$ cat config.mk
export PLATFORM = sky130hd
export DESIGN_NAME = uart_irq_ident
export DESIGN_NICKNAME = d
export VERILOG_FILES = /design/src/rtl/uart_irq_pkg.sv /design/src/rtl/uart_irq_flagbank.sv /design/src/rtl/uart_irq_rxtmo.sv /design/src/rtl/uart_irq_prio.sv /design/src/rtl/uart_irq_ident.sv
export SDC_FILE = /design/constraint.sdc
export NUM_CORES = 1
export LEC_CHECK = 0
export ABC_AREA = 1
export ABC_CLOCK_PERIOD_IN_PS = 960
export BUFFER_PORTS_ARGS = -buffer_cell sky130_fd_sc_hd__buf_4
export CAP_MARGIN = 20
export CORE_ASPECT_RATIO = 0.6
export CORE_MARGIN = 2
export CORE_UTILIZATION = 40
export DETAILED_ROUTE_END_ITERATION = 16
export GPL_ROUTABILITY_DRIVEN = 0
export PLACE_DENSITY = 0.72
export SLEW_MARGIN = 20
export SYNTH_ARGS = -nofsm -noshare
export SYNTH_HDL_FRONTEND = slang
export SYNTH_SLANG_ARGS = --single-unit
$ cat constraint.sdc
create_clock -name clk -period 0.96 [get_ports clk]
set_input_delay 0.192 -clock clk [delete_from_list [all_inputs] [get_ports clk]]
set_output_delay 0.192 -clock clk [all_outputs]
set_load 0.1 [all_outputs]
$ cat src/rtl/uart_irq_pkg.sv
package uart_irq_pkg;

  typedef enum logic [3:0] {
    ID_NONE = 4'b0001,
    ID_LS   = 4'b0110,
    ID_RX   = 4'b0100,
    ID_TO   = 4'b1100,
    ID_TX   = 4'b0010,
    ID_MS   = 4'b0000
  } id_code_e;

  typedef enum logic [1:0] {
    IRM_UART = 2'd0,
    IRM_FAST = 2'd1,
    IRM_CIR  = 2'd2,
    IRM_CIR2 = 2'd3
  } ir_mode_e;

  localparam int unsigned FL_RX  = 0;
  localparam int unsigned FL_TX  = 1;
  localparam int unsigned FL_LS  = 2;
  localparam int unsigned FL_MS  = 3;
  localparam int unsigned FL_DMA = 4;
  localparam int unsigned FL_PLD = 5;
  localparam int unsigned FL_SF  = 6;
  localparam int unsigned FL_TM  = 7;
  localparam int unsigned FL_TO  = 8;
  localparam int unsigned NFLAG  = 9;
  localparam logic [NFLAG-1:0] FLAG_RST = 9'h002;

endpackage

$ cat src/rtl/uart_irq_flagbank.sv
module uart_irq_flagbank #(
  parameter int unsigned   N       = 9,
  parameter logic [N-1:0]  RST_VAL = '0
) (
  input  logic         clk,
  input  logic         rst_n,
  input  logic [N-1:0] set,
  input  logic [N-1:0] clr,
  output logic [N-1:0] q
);

  logic [N-1:0] q_nxt;

  // set dominates clear so a coincident event is never dropped
  always_comb begin
    q_nxt = set | (q & ~clr);
  end

  always_ff @(posedge clk or negedge rst_n) begin
    if (!rst_n) q <= RST_VAL;
    else        q <= q_nxt;
  end

  for (genvar i = 0; i < N; i++) begin : g_chk
    p_set_wins_r12: assert property (@(posedge clk) disable iff (!rst_n)
      set[i] |=> q[i]);
    p_ack_clears_r12: assert property (@(posedge clk) disable iff (!rst_n)
      (clr[i] && !set[i]) |=> !q[i]);
  end

endmodule

$ cat src/rtl/uart_irq_rxtmo.sv
module uart_irq_rxtmo #(
  parameter int unsigned CHARS = 4
) (
  input  logic clk,
  input  logic rst_n,
  input  logic enable,
  input  logic nonempty,
  input  logic activity,
  input  logic tick,
  output logic hit
);

  localparam int unsigned CW = $clog2(CHARS + 1);
  localparam logic [CW-1:0] CNT_MAX  = CW'(CHARS);
  localparam logic [CW-1:0] CNT_LAST = CW'(CHARS - 1);

  logic [CW-1:0] cnt_q, cnt_nxt;
  logic          cnt_en, idle_ok;

  always_comb begin
    idle_ok = enable & nonempty & ~activity;
    cnt_en  = ~idle_ok | (tick & (cnt_q != CNT_MAX));
    cnt_nxt = idle_ok ? cnt_q + 1'b1 : '0;
    hit     = idle_ok & tick & (cnt_q == CNT_LAST);
  end

  always_ff @(posedge clk or negedge rst_n) begin
    if (!rst_n)      cnt_q <= '0;
    else if (cnt_en) cnt_q <= cnt_nxt;
  end

  p_to_needs_data_r6: assert property (@(posedge clk) disable iff (!rst_n)
    hit |-> $past(nonempty));

endmodule

$ cat src/rtl/uart_irq_prio.sv
module uart_irq_prio
  import uart_irq_pkg::*;
(
  input  logic     ls,
  input  logic     rx,
  input  logic     to,
  input  logic     tx,
  input  logic     ms,
  output id_code_e code
);

  always_comb begin
    if (ls)      code = ID_LS;
    else if (rx) code = ID_RX;
    else if (to) code = ID_TO;
    else if (tx) code = ID_TX;
    else if (ms) code = ID_MS;
    else         code = ID_NONE;
  end

endmodule

$ cat src/rtl/uart_irq_ident.sv
module uart_irq_ident
  import uart_irq_pkg::*;
#(
  parameter int unsigned TO_CHARS = 4
) (
  input  logic       clk,
  input  logic       rst_n,
  input  logic       ext_mode,
  input  logic       fifo_on,
  input  logic [1:0] ir_mode,
  input  logic       dma_rd_clr,
  input  logic [7:0] ier,
  input  logic       lnk_char_err,
  input  logic       lnk_overrun,
  input  logic       lnk_frame_end,
  input  logic       lnk_underrun,
  input  logic       lnk_tx_halt,
  input  logic       rx_above,
  input  logic       tx_below,
  input  logic       rx_nonempty,
  input  logic       rx_activity,
  input  logic       char_tick,
  input  logic       modem_chg,
  input  logic       dma_ev,
  input  logic       pld_ev,
  input  logic       sfif_ev,
  input  logic       tmr_ev,
  input  logic       rd_id,
  input  logic       rd_lsr,
  input  logic       rd_msr,
  input  logic       rd_rxd,
  input  logic       wr_txd,
  input  logic [3:0] side_ack,
  output logic [7:0] rd_data,
  output logic       irq
);

  // reset: asserted asynchronously, released on the clock
  logic [1:0] rsync_q;
  logic       rst_i_n;

  always_ff @(posedge clk or negedge rst_n) begin
    if (!rst_n) rsync_q <= 2'b00;
    else        rsync_q <= {rsync_q[0], 1'b1};
  end
  assign rst_i_n = rsync_q[1];

  // level edge detectors
  logic rx_above_q, tx_below_q, rx_rise, tx_rise;

  always_ff @(posedge clk or negedge rst_i_n) begin
    if (!rst_i_n) begin
      rx_above_q <= 1'b0;
      tx_below_q <= 1'b1;
    end else begin
      rx_above_q <= rx_above;
      tx_below_q <= tx_below;
    end
  end

  assign rx_rise = rx_above & ~rx_above_q;
  assign tx_rise = tx_below & ~tx_below_q;

  // link-status event selection per sub-mode
  logic ls_set;

  always_comb begin
    case (ir_mode_e'(ir_mode))
      IRM_UART: ls_set = lnk_char_err | lnk_overrun;
      IRM_FAST: ls_set = lnk_frame_end | lnk_overrun | lnk_underrun | lnk_tx_halt;
      default:  ls_set = lnk_overrun | lnk_underrun;
    endcase
  end

  // receive idle time-out
  logic to_hit;

  uart_irq_rxtmo #(.CHARS(TO_CHARS)) u_tmo (
    .clk      (clk),
    .rst_n    (rst_i_n),
    .enable   (fifo_on),
    .nonempty (rx_nonempty),
    .activity (rx_activity),
    .tick     (char_tick),
    .hit      (to_hit)
  );

  // flag storage
  logic [NFLAG-1:0] fl, fl_set, fl_clr;
  id_code_e         code;
  logic             id_rd_leg, id_rd_ext;

  assign id_rd_leg = rd_id & ~ext_mode;
  assign id_rd_ext = rd_id &  ext_mode;

  always_comb begin
    fl_set          = '0;
    fl_set[FL_RX]   = rx_rise;
    fl_set[FL_TX]   = tx_rise;
    fl_set[FL_LS]   = ls_set;
    fl_set[FL_MS]   = modem_chg;
    fl_set[FL_DMA]  = dma_ev;
    fl_set[FL_PLD]  = pld_ev;
    fl_set[FL_SF]   = sfif_ev;
    fl_set[FL_TM]   = tmr_ev;
    fl_set[FL_TO]   = to_hit;

    fl_clr          = '0;
    fl_clr[FL_RX]   = rd_rxd | ~rx_above;
    fl_clr[FL_TX]   = wr_txd | (id_rd_leg & (code == ID_TX));
    fl_clr[FL_LS]   = rd_lsr;
    fl_clr[FL_MS]   = rd_msr;
    fl_clr[FL_DMA]  = side_ack[0] | (id_rd_ext & dma_rd_clr);
    fl_clr[FL_PLD]  = side_ack[1];
    fl_clr[FL_SF]   = side_ack[2];
    fl_clr[FL_TM]   = side_ack[3];
    fl_clr[FL_TO]   = rd_rxd;
  end

  uart_irq_flagbank #(.N(NFLAG), .RST_VAL(FLAG_RST)) u_flags (
    .clk   (clk),
    .rst_n (rst_i_n),
    .set   (fl_set),
    .clr   (fl_clr),
    .q     (fl)
  );

  // legacy priority encoder on enabled flags
  uart_irq_prio u_prio (
    .ls   (fl[FL_LS] & ier[2]),
    .rx   (fl[FL_RX] & ier[0]),
    .to   (fl[FL_TO] & ier[0]),
    .tx   (fl[FL_TX] & ier[1]),
    .ms   (fl[FL_MS] & ier[3]),
    .code (code)
  );

  // views
  logic [7:0] ext_map, view;

  always_comb begin
    ext_map = {fl[FL_TM], fl[FL_SF], fl[FL_PLD], fl[FL_DMA],
               fl[FL_MS], fl[FL_LS], fl[FL_TX],
               fl[FL_RX] | (fifo_on & fl[FL_TO])};
    view    = ext_mode ? ext_map : {4'h0, code};
    irq     = ext_mode ? |(ext_map & ier) : (code != ID_NONE);
  end

  // read value captured on the read strobe
  logic [7:0] rd_data_q, rd_data_nxt;
  logic       rd_en;

  always_comb begin
    rd_en       = rd_id;
    rd_data_nxt = view;
  end

  always_ff @(posedge clk or negedge rst_i_n) begin
    if (!rst_i_n)   rd_data_q <= 8'h00;
    else if (rd_en) rd_data_q <= rd_data_nxt;
  end

  assign rd_data = rd_data_q;

  p_ls_top_r2: assert property (@(posedge clk) disable iff (!rst_i_n)
    (!ext_mode && ier[2] && fl[FL_LS]) |-> (code == ID_LS));

  p_upper_zero_r3: assert property (@(posedge clk) disable iff (!rst_i_n)
    (rd_id && !ext_mode) |=> (rd_data[7:4] == 4'h0));

  p_tx_idclr_r7: assert property (@(posedge clk) disable iff (!rst_i_n)
    (id_rd_leg && code == ID_TX && !tx_rise) |=> !fl[FL_TX]);

  p_mask_quiet_r10: assert property (@(posedge clk) disable iff (!rst_i_n)
    (ext_mode && ier == 8'h00) |-> !irq);

  p_hold_r13: assert property (@(posedge clk) disable iff (!rst_i_n)
    !rd_id |=> $stable(rd_data));

endmodule

# Word level (Yosys, flattened, before mapping)
# Index checks and enable logic that the tools add are counted.
# Widths: inputs -> output; s select.
[word_totals]
regBits = 24
word_cells = 60
output_inout_bits = 9
in_bits = 39
[op_classes]
n_addsub = 1
bitwise = 37
mux = 9
eq_ne = 5
reduce_logical = 2
[op_table]
columns = ["operator", "count"]
rows = [
  ["$and 1x1->1", 17],
  ["$mux 4", 4],
  ["$or 1x1->1", 10],
  ["$and 9x9->9", 1],
  ["$not 9->9", 1],
  ["$or 9x9->9", 1],
  ["$and 8x8->8", 1],
  ["$mux 8", 1],
  ["$reduce_or 8->1", 1],
  ["$not 1->1", 6],
  ["$eq 4x2->1 const B", 1],
  ["$ne 4x1->1 const B", 1],
  ["$add 3x1->3 const B", 1],
  ["$eq 3x2->1 const B", 1],
  ["$mux 3", 1],
  ["$ne 3x3->1 const B", 1],
  ["$eq 2x1->1 const B", 1],
  ["$logic_not 2->1", 1],
  ["$mux 1", 2],
  ["$pmux 1 s2", 1],
]

# Longest topological paths before layout
[depth]
word_depth = 12
depth_mapped = 7
ltp_nobuf = 7

# By module
# From an unflattened synthesis, not the netlist that was laid out.
[hier_totals]
cells_unflattened = 169
hier_area_um2 = 1261.2
[by_module_without_submodules]
columns = ["module", "n_inst", "area_per_inst_um2", "cells_per_inst", "seq_area_each_um2"]
rows = [
  ["uart_irq_ident", 1, 636.9, 87, 301.5],
  ["uart_irq_flagbank", 1, 361.6, 45, 226.5],
  ["uart_irq_rxtmo", 1, 209.0, 27, 75.1],
  ["uart_irq_prio", 1, 53.8, 10, 0.0],
]

# Worst setup path after synthesis
# OpenSTA, ideal clock, no wires.
[synth_timing]
path_kind = "flip-flop to output port"
from = "register u_flags.q[1]"
to = "output port irq"
stages_incl_launch_ff = 7
path_slack_ns = -0.611
n_path_buf = 0
required_time_ns = 0.768
arrival_ns = 1.379
cell_sequence = "dfstp_2 -> nand2_1 -> nand2_1 -> inv_1 -> nand2_1 -> nand2_1 -> inv_1"
[synth_between]
elab_chain_len = 7
[synth_rtl]
columns = ["element", "line", "text"]
rows = [
  ["start, declared", "uart_irq_flagbank.sv:9", "output logic [N-1:0] q"],
  ["start signal, assigned", "uart_irq_flagbank.sv:21", "else q <= q_nxt;"],
  ["$and 1x1->1", "uart_irq_ident.sv:133", ".tx (fl[FL_TX] & ier[1]),"],
  ["$mux 4", "uart_irq_prio.sv:16", "else if (tx) code = ID_TX;"],
  ["$mux 4", "uart_irq_prio.sv:15", "else if (to) code = ID_TO;"],
  ["$mux 4", "uart_irq_prio.sv:14", "else if (rx) code = ID_RX;"],
  ["$mux 4", "uart_irq_prio.sv:13", "if (ls) code = ID_LS;"],
  ["$ne 4x1->1", "uart_irq_ident.sv:146", "irq = ext_mode ? |(ext_map & ier) : (code != ID_NONE);"],
  ["$mux 1 *", "uart_irq_ident.sv:146", ""],
  ["end, declared", "uart_irq_ident.sv:35", "output logic irq"],
]
# Mark *: on every way between the ends. The rest lies on a longest branch, timed or not.

# Worst setup path after layout
[layout_timing]
from = "register u_flags.q[2]"
to = "output port irq"
[layout_between]
elab_chain_len = 4
[layout_rtl]
columns = ["element", "line", "text"]
rows = [
  ["$and 1x1->1", "uart_irq_ident.sv:130", ".ls (fl[FL_LS] & ier[2]),"],
  ["$mux 4", "uart_irq_prio.sv:13", ""],
  ["$ne 4x1->1", "uart_irq_ident.sv:146", ""],
  ["$mux 1 *", "uart_irq_ident.sv:146", ""],
]
# Marked as above.

==> results.yml <==
worst_setup_path:
  arrival_ns: 1.49
  critPathRequiredTime_ns: 0.77
  setup.worst_path.start_class: "flip-flop"
  critPathKind: "reg -> out"
  crit_path_end_kind: "output port"
  crit_fanout: 3
clock_network:
  cts_tree: "done"
  htreeDepth: 1
  cts_root_buffer: "clkbuf_8"
  cts_buffers: 3
  clk_latency_ns: 0.26
  cts.sinks: 24
  cts.path.max_buffers: 2
  clk_pin_slew_worst_paths_ns: 0.08
timing:
  min_period_ns: 1.68
  layout_setup_ws_ns: -0.719
  hold_viol: 0
  setup_viol: 19
  max_freq_mhz: 596
  drv_slew: 0
  post-route-period-util: 1.75
  rsz0062_at_grt: "yes"
  clock_skew_ns: 0.00112
  tns_ns: -3.18
grt:
  grt_pass1_vias: 1202
  grtUsageMet3: 0.0558
  grt_first_pass_wirelength_um: 5020
  met1_usage: 0.255
  grt.busiest_layer: "met2"
  grtUsageMet2: 0.367
  globalRouteTotalUtil: 0.210
  grt_max_degree: 23
  grt_antenna_before_repair: 0
  grt_overflow: 0
layout:
  layout-drive-gt1-share: 0.581
  n_antenna_cell: 0
  finalNonFillerCells: 242
  area_growth_pct: 83.5
  num-fill-cells: 162
  final_nets: 253
pwr:
  p_seq_frac: 0.417
  p_comb_frac: 0.340
  powerDensity_mw_per_mm2: 1370
  p_clk_frac: 0.243
  p_int_w: 0.00188
  p_switching_w: 0.000900
  max-vdd-ir-drop_mv: 0.816
  switching_share: 0.323
  power.leakage_nw: 1.02
placed_design:
  place_inst: 222
  dp_hpwl_um: 2220
  io_buffers: 47
synth:
  ys_types: 22
  ys_top_cells_by_area: "dfrtp_1, nand2_1, inv_1"
  yosys_warnings: 0
  synth_seq_cells: 24
  syn_area_per_cell_um2: 8.41
  post-synth-top-area-fraction: 0.496
  synth_area_mm2: 0.00111
  synth.largest_area_cell: "dfrtp_1"
  synth_cells: 132
  ys_seq_area_frac: 0.543
  syn_nets: 174
detailed_routing:
  drtIter0Drc: 88
  drc: 0
  dr.pass1.iters: 4
  wire_per_inst_um: 14.4
  num_vias: 1187
  post_drt_via_cell_ratio: 4.90
  antenna_left: 0
  wl_um: 3490
run_status:
  status: "complete, but fails checks"
  violations: "negative setup slack"
die:
  core_area_mm2: 0.00257
  rows: 14
  ios: 48
  start_util: 0.431
  die_area_mm2: 0.00323
  die_h_um: 44.8
  dieWidth_um: 72
min_path:
  hp-class: "in -> reg"
flow_run:
  drv_cap: 0
## registers in the layout, indices dropped and copies added, names as in the netlist
signal and count:
tx_below_q 1, rd_data 8, rsync_q 2, u_tmo.cnt_q 3
rx_above_q 1, u_flags.q 9
## power by group through the flow
stage	Combinational [W]	Sequential (W)	Clock, W
6_report	0.000946	0.00116	0.000676
5_1_grt	0.000993	0.00117	0.000745
4_1_cts	0.000859	0.00115	0.000690
3_5_place_dp	0.000712	0.00116	0
3_3_place_gp	0.000700	0.00115	0
2_1_floorplan	0.000166	0.00143	0
## worst max-delay path, cell delays in order (launching register included)
cell	delay, ns
dfrtp_1	0.40
nand2_2	0.11
nand2_1	0.09
nor2_2	0.13
nand3_1	0.12
nand2_2	0.11
clkinvlp_4	0.09
buf_12	0.17
## placed cells by master, fill, tap and decap left out, drive strengths merged, types with 3 or more instances in the layout
cell type	instances
a21oi	4
buf	73
clkbuf	4
dfrtp	22
ha	3
inv	21
nand2	42
nor2	12
o21ai	11
o21bai	4
## what timing repair did
item | CTS | global route
setup endpoints to repair | 18 | 19
hold buffers | 1 | 0
endpoints found under the hold margin | 2 | 0
pin swaps | 19 | 14
setup buffers | 11 | 6
gates resized for setup | 41 | 21
gates cloned | 0 | 0
## final timing paths
check,startpoint,to,slack [ns],cells after the start
worst max-delay path,u_flags.q[2],irq,-0.72,7
worst max register to register,u_flags.q[2],rd_data[1],-0.51,10
min in group asynchronous,rsync_q[1],u_flags.q[0],0.21,1
worst min-delay path,tx_below,tx_below_q,0.03,1
max in group asynchronous,rsync_q[1],u_flags.q[1],0.47,1
worst min register to register,rsync_q[1],u_flags.q[0],0.21,1
## metrics by stage
stage	power [W]	hold slack, ns	setup WS [ns]	utilization	area (µm²)
2_1_floorplan	0.00159	-0.104	-0.414	-	1140
3_3_place_gp	0.00185	-0.0255	-0.395	0.629	1620
3_5_place_dp	0.00187	-0.0233	-0.413	0.629	1620
4_1_cts	0.00270	0.0300	-0.596	0.747	1920
5_1_grt	0.00291	0.0196	-0.775	0.791	2040
6_report	0.00278	0.0349	-0.719	0.791	2040
## cells by family (layout without fill, tap and decap cells)
family,count (synthesis),count (layout),synth area share
and+or+nand+nor,57,57,0.209
AOI/OAI and AO/OA,25,25,0.136
DFF,24,24,0.543
buffers and inverters,22,100,0.0744
adders and majority gates,3,3,0.0338
other,1,1,0.00338
## Yosys cell counts, drive strengths merged
| cell | count |
|---|---|
| a21boi | 1 |
| a21oi | 4 |
| a22o | 1 |
| a22oi | 1 |
| a31o | 1 |
| conb | 1 |
| dfrtp | 22 |
| dfstp | 2 |
| ha | 3 |
| inv | 22 |
| nand2 | 42 |
| nand3 | 2 |
| nor2 | 12 |
| o211ai | 1 |
| o21ai | 11 |
| o21bai | 4 |
| o22ai | 1 |
| or2 | 1 |
## final cells by class
cell class / count / area, µm² / share of cell area
clock buffers: 4 / 55.1 / 0.0270
inverters: 22 / 88.8 / 0.0436
multi-input cells: 86 / 544 / 0.267
flip-flops and latches: 24 / 623 / 0.306
well taps: 32 / 40.0 / 0.0197
repair buffers: 74 / 686 / 0.337
## layer usage
metal | vias up | wire (µm)
met5 | - | 0
met4 | 0 | 41
met3 | 7 | 249
met2 | 58 | 1660
met1 | 552 | 1540
li1 | 570 | -
Power figures use the tool's default switching activity.
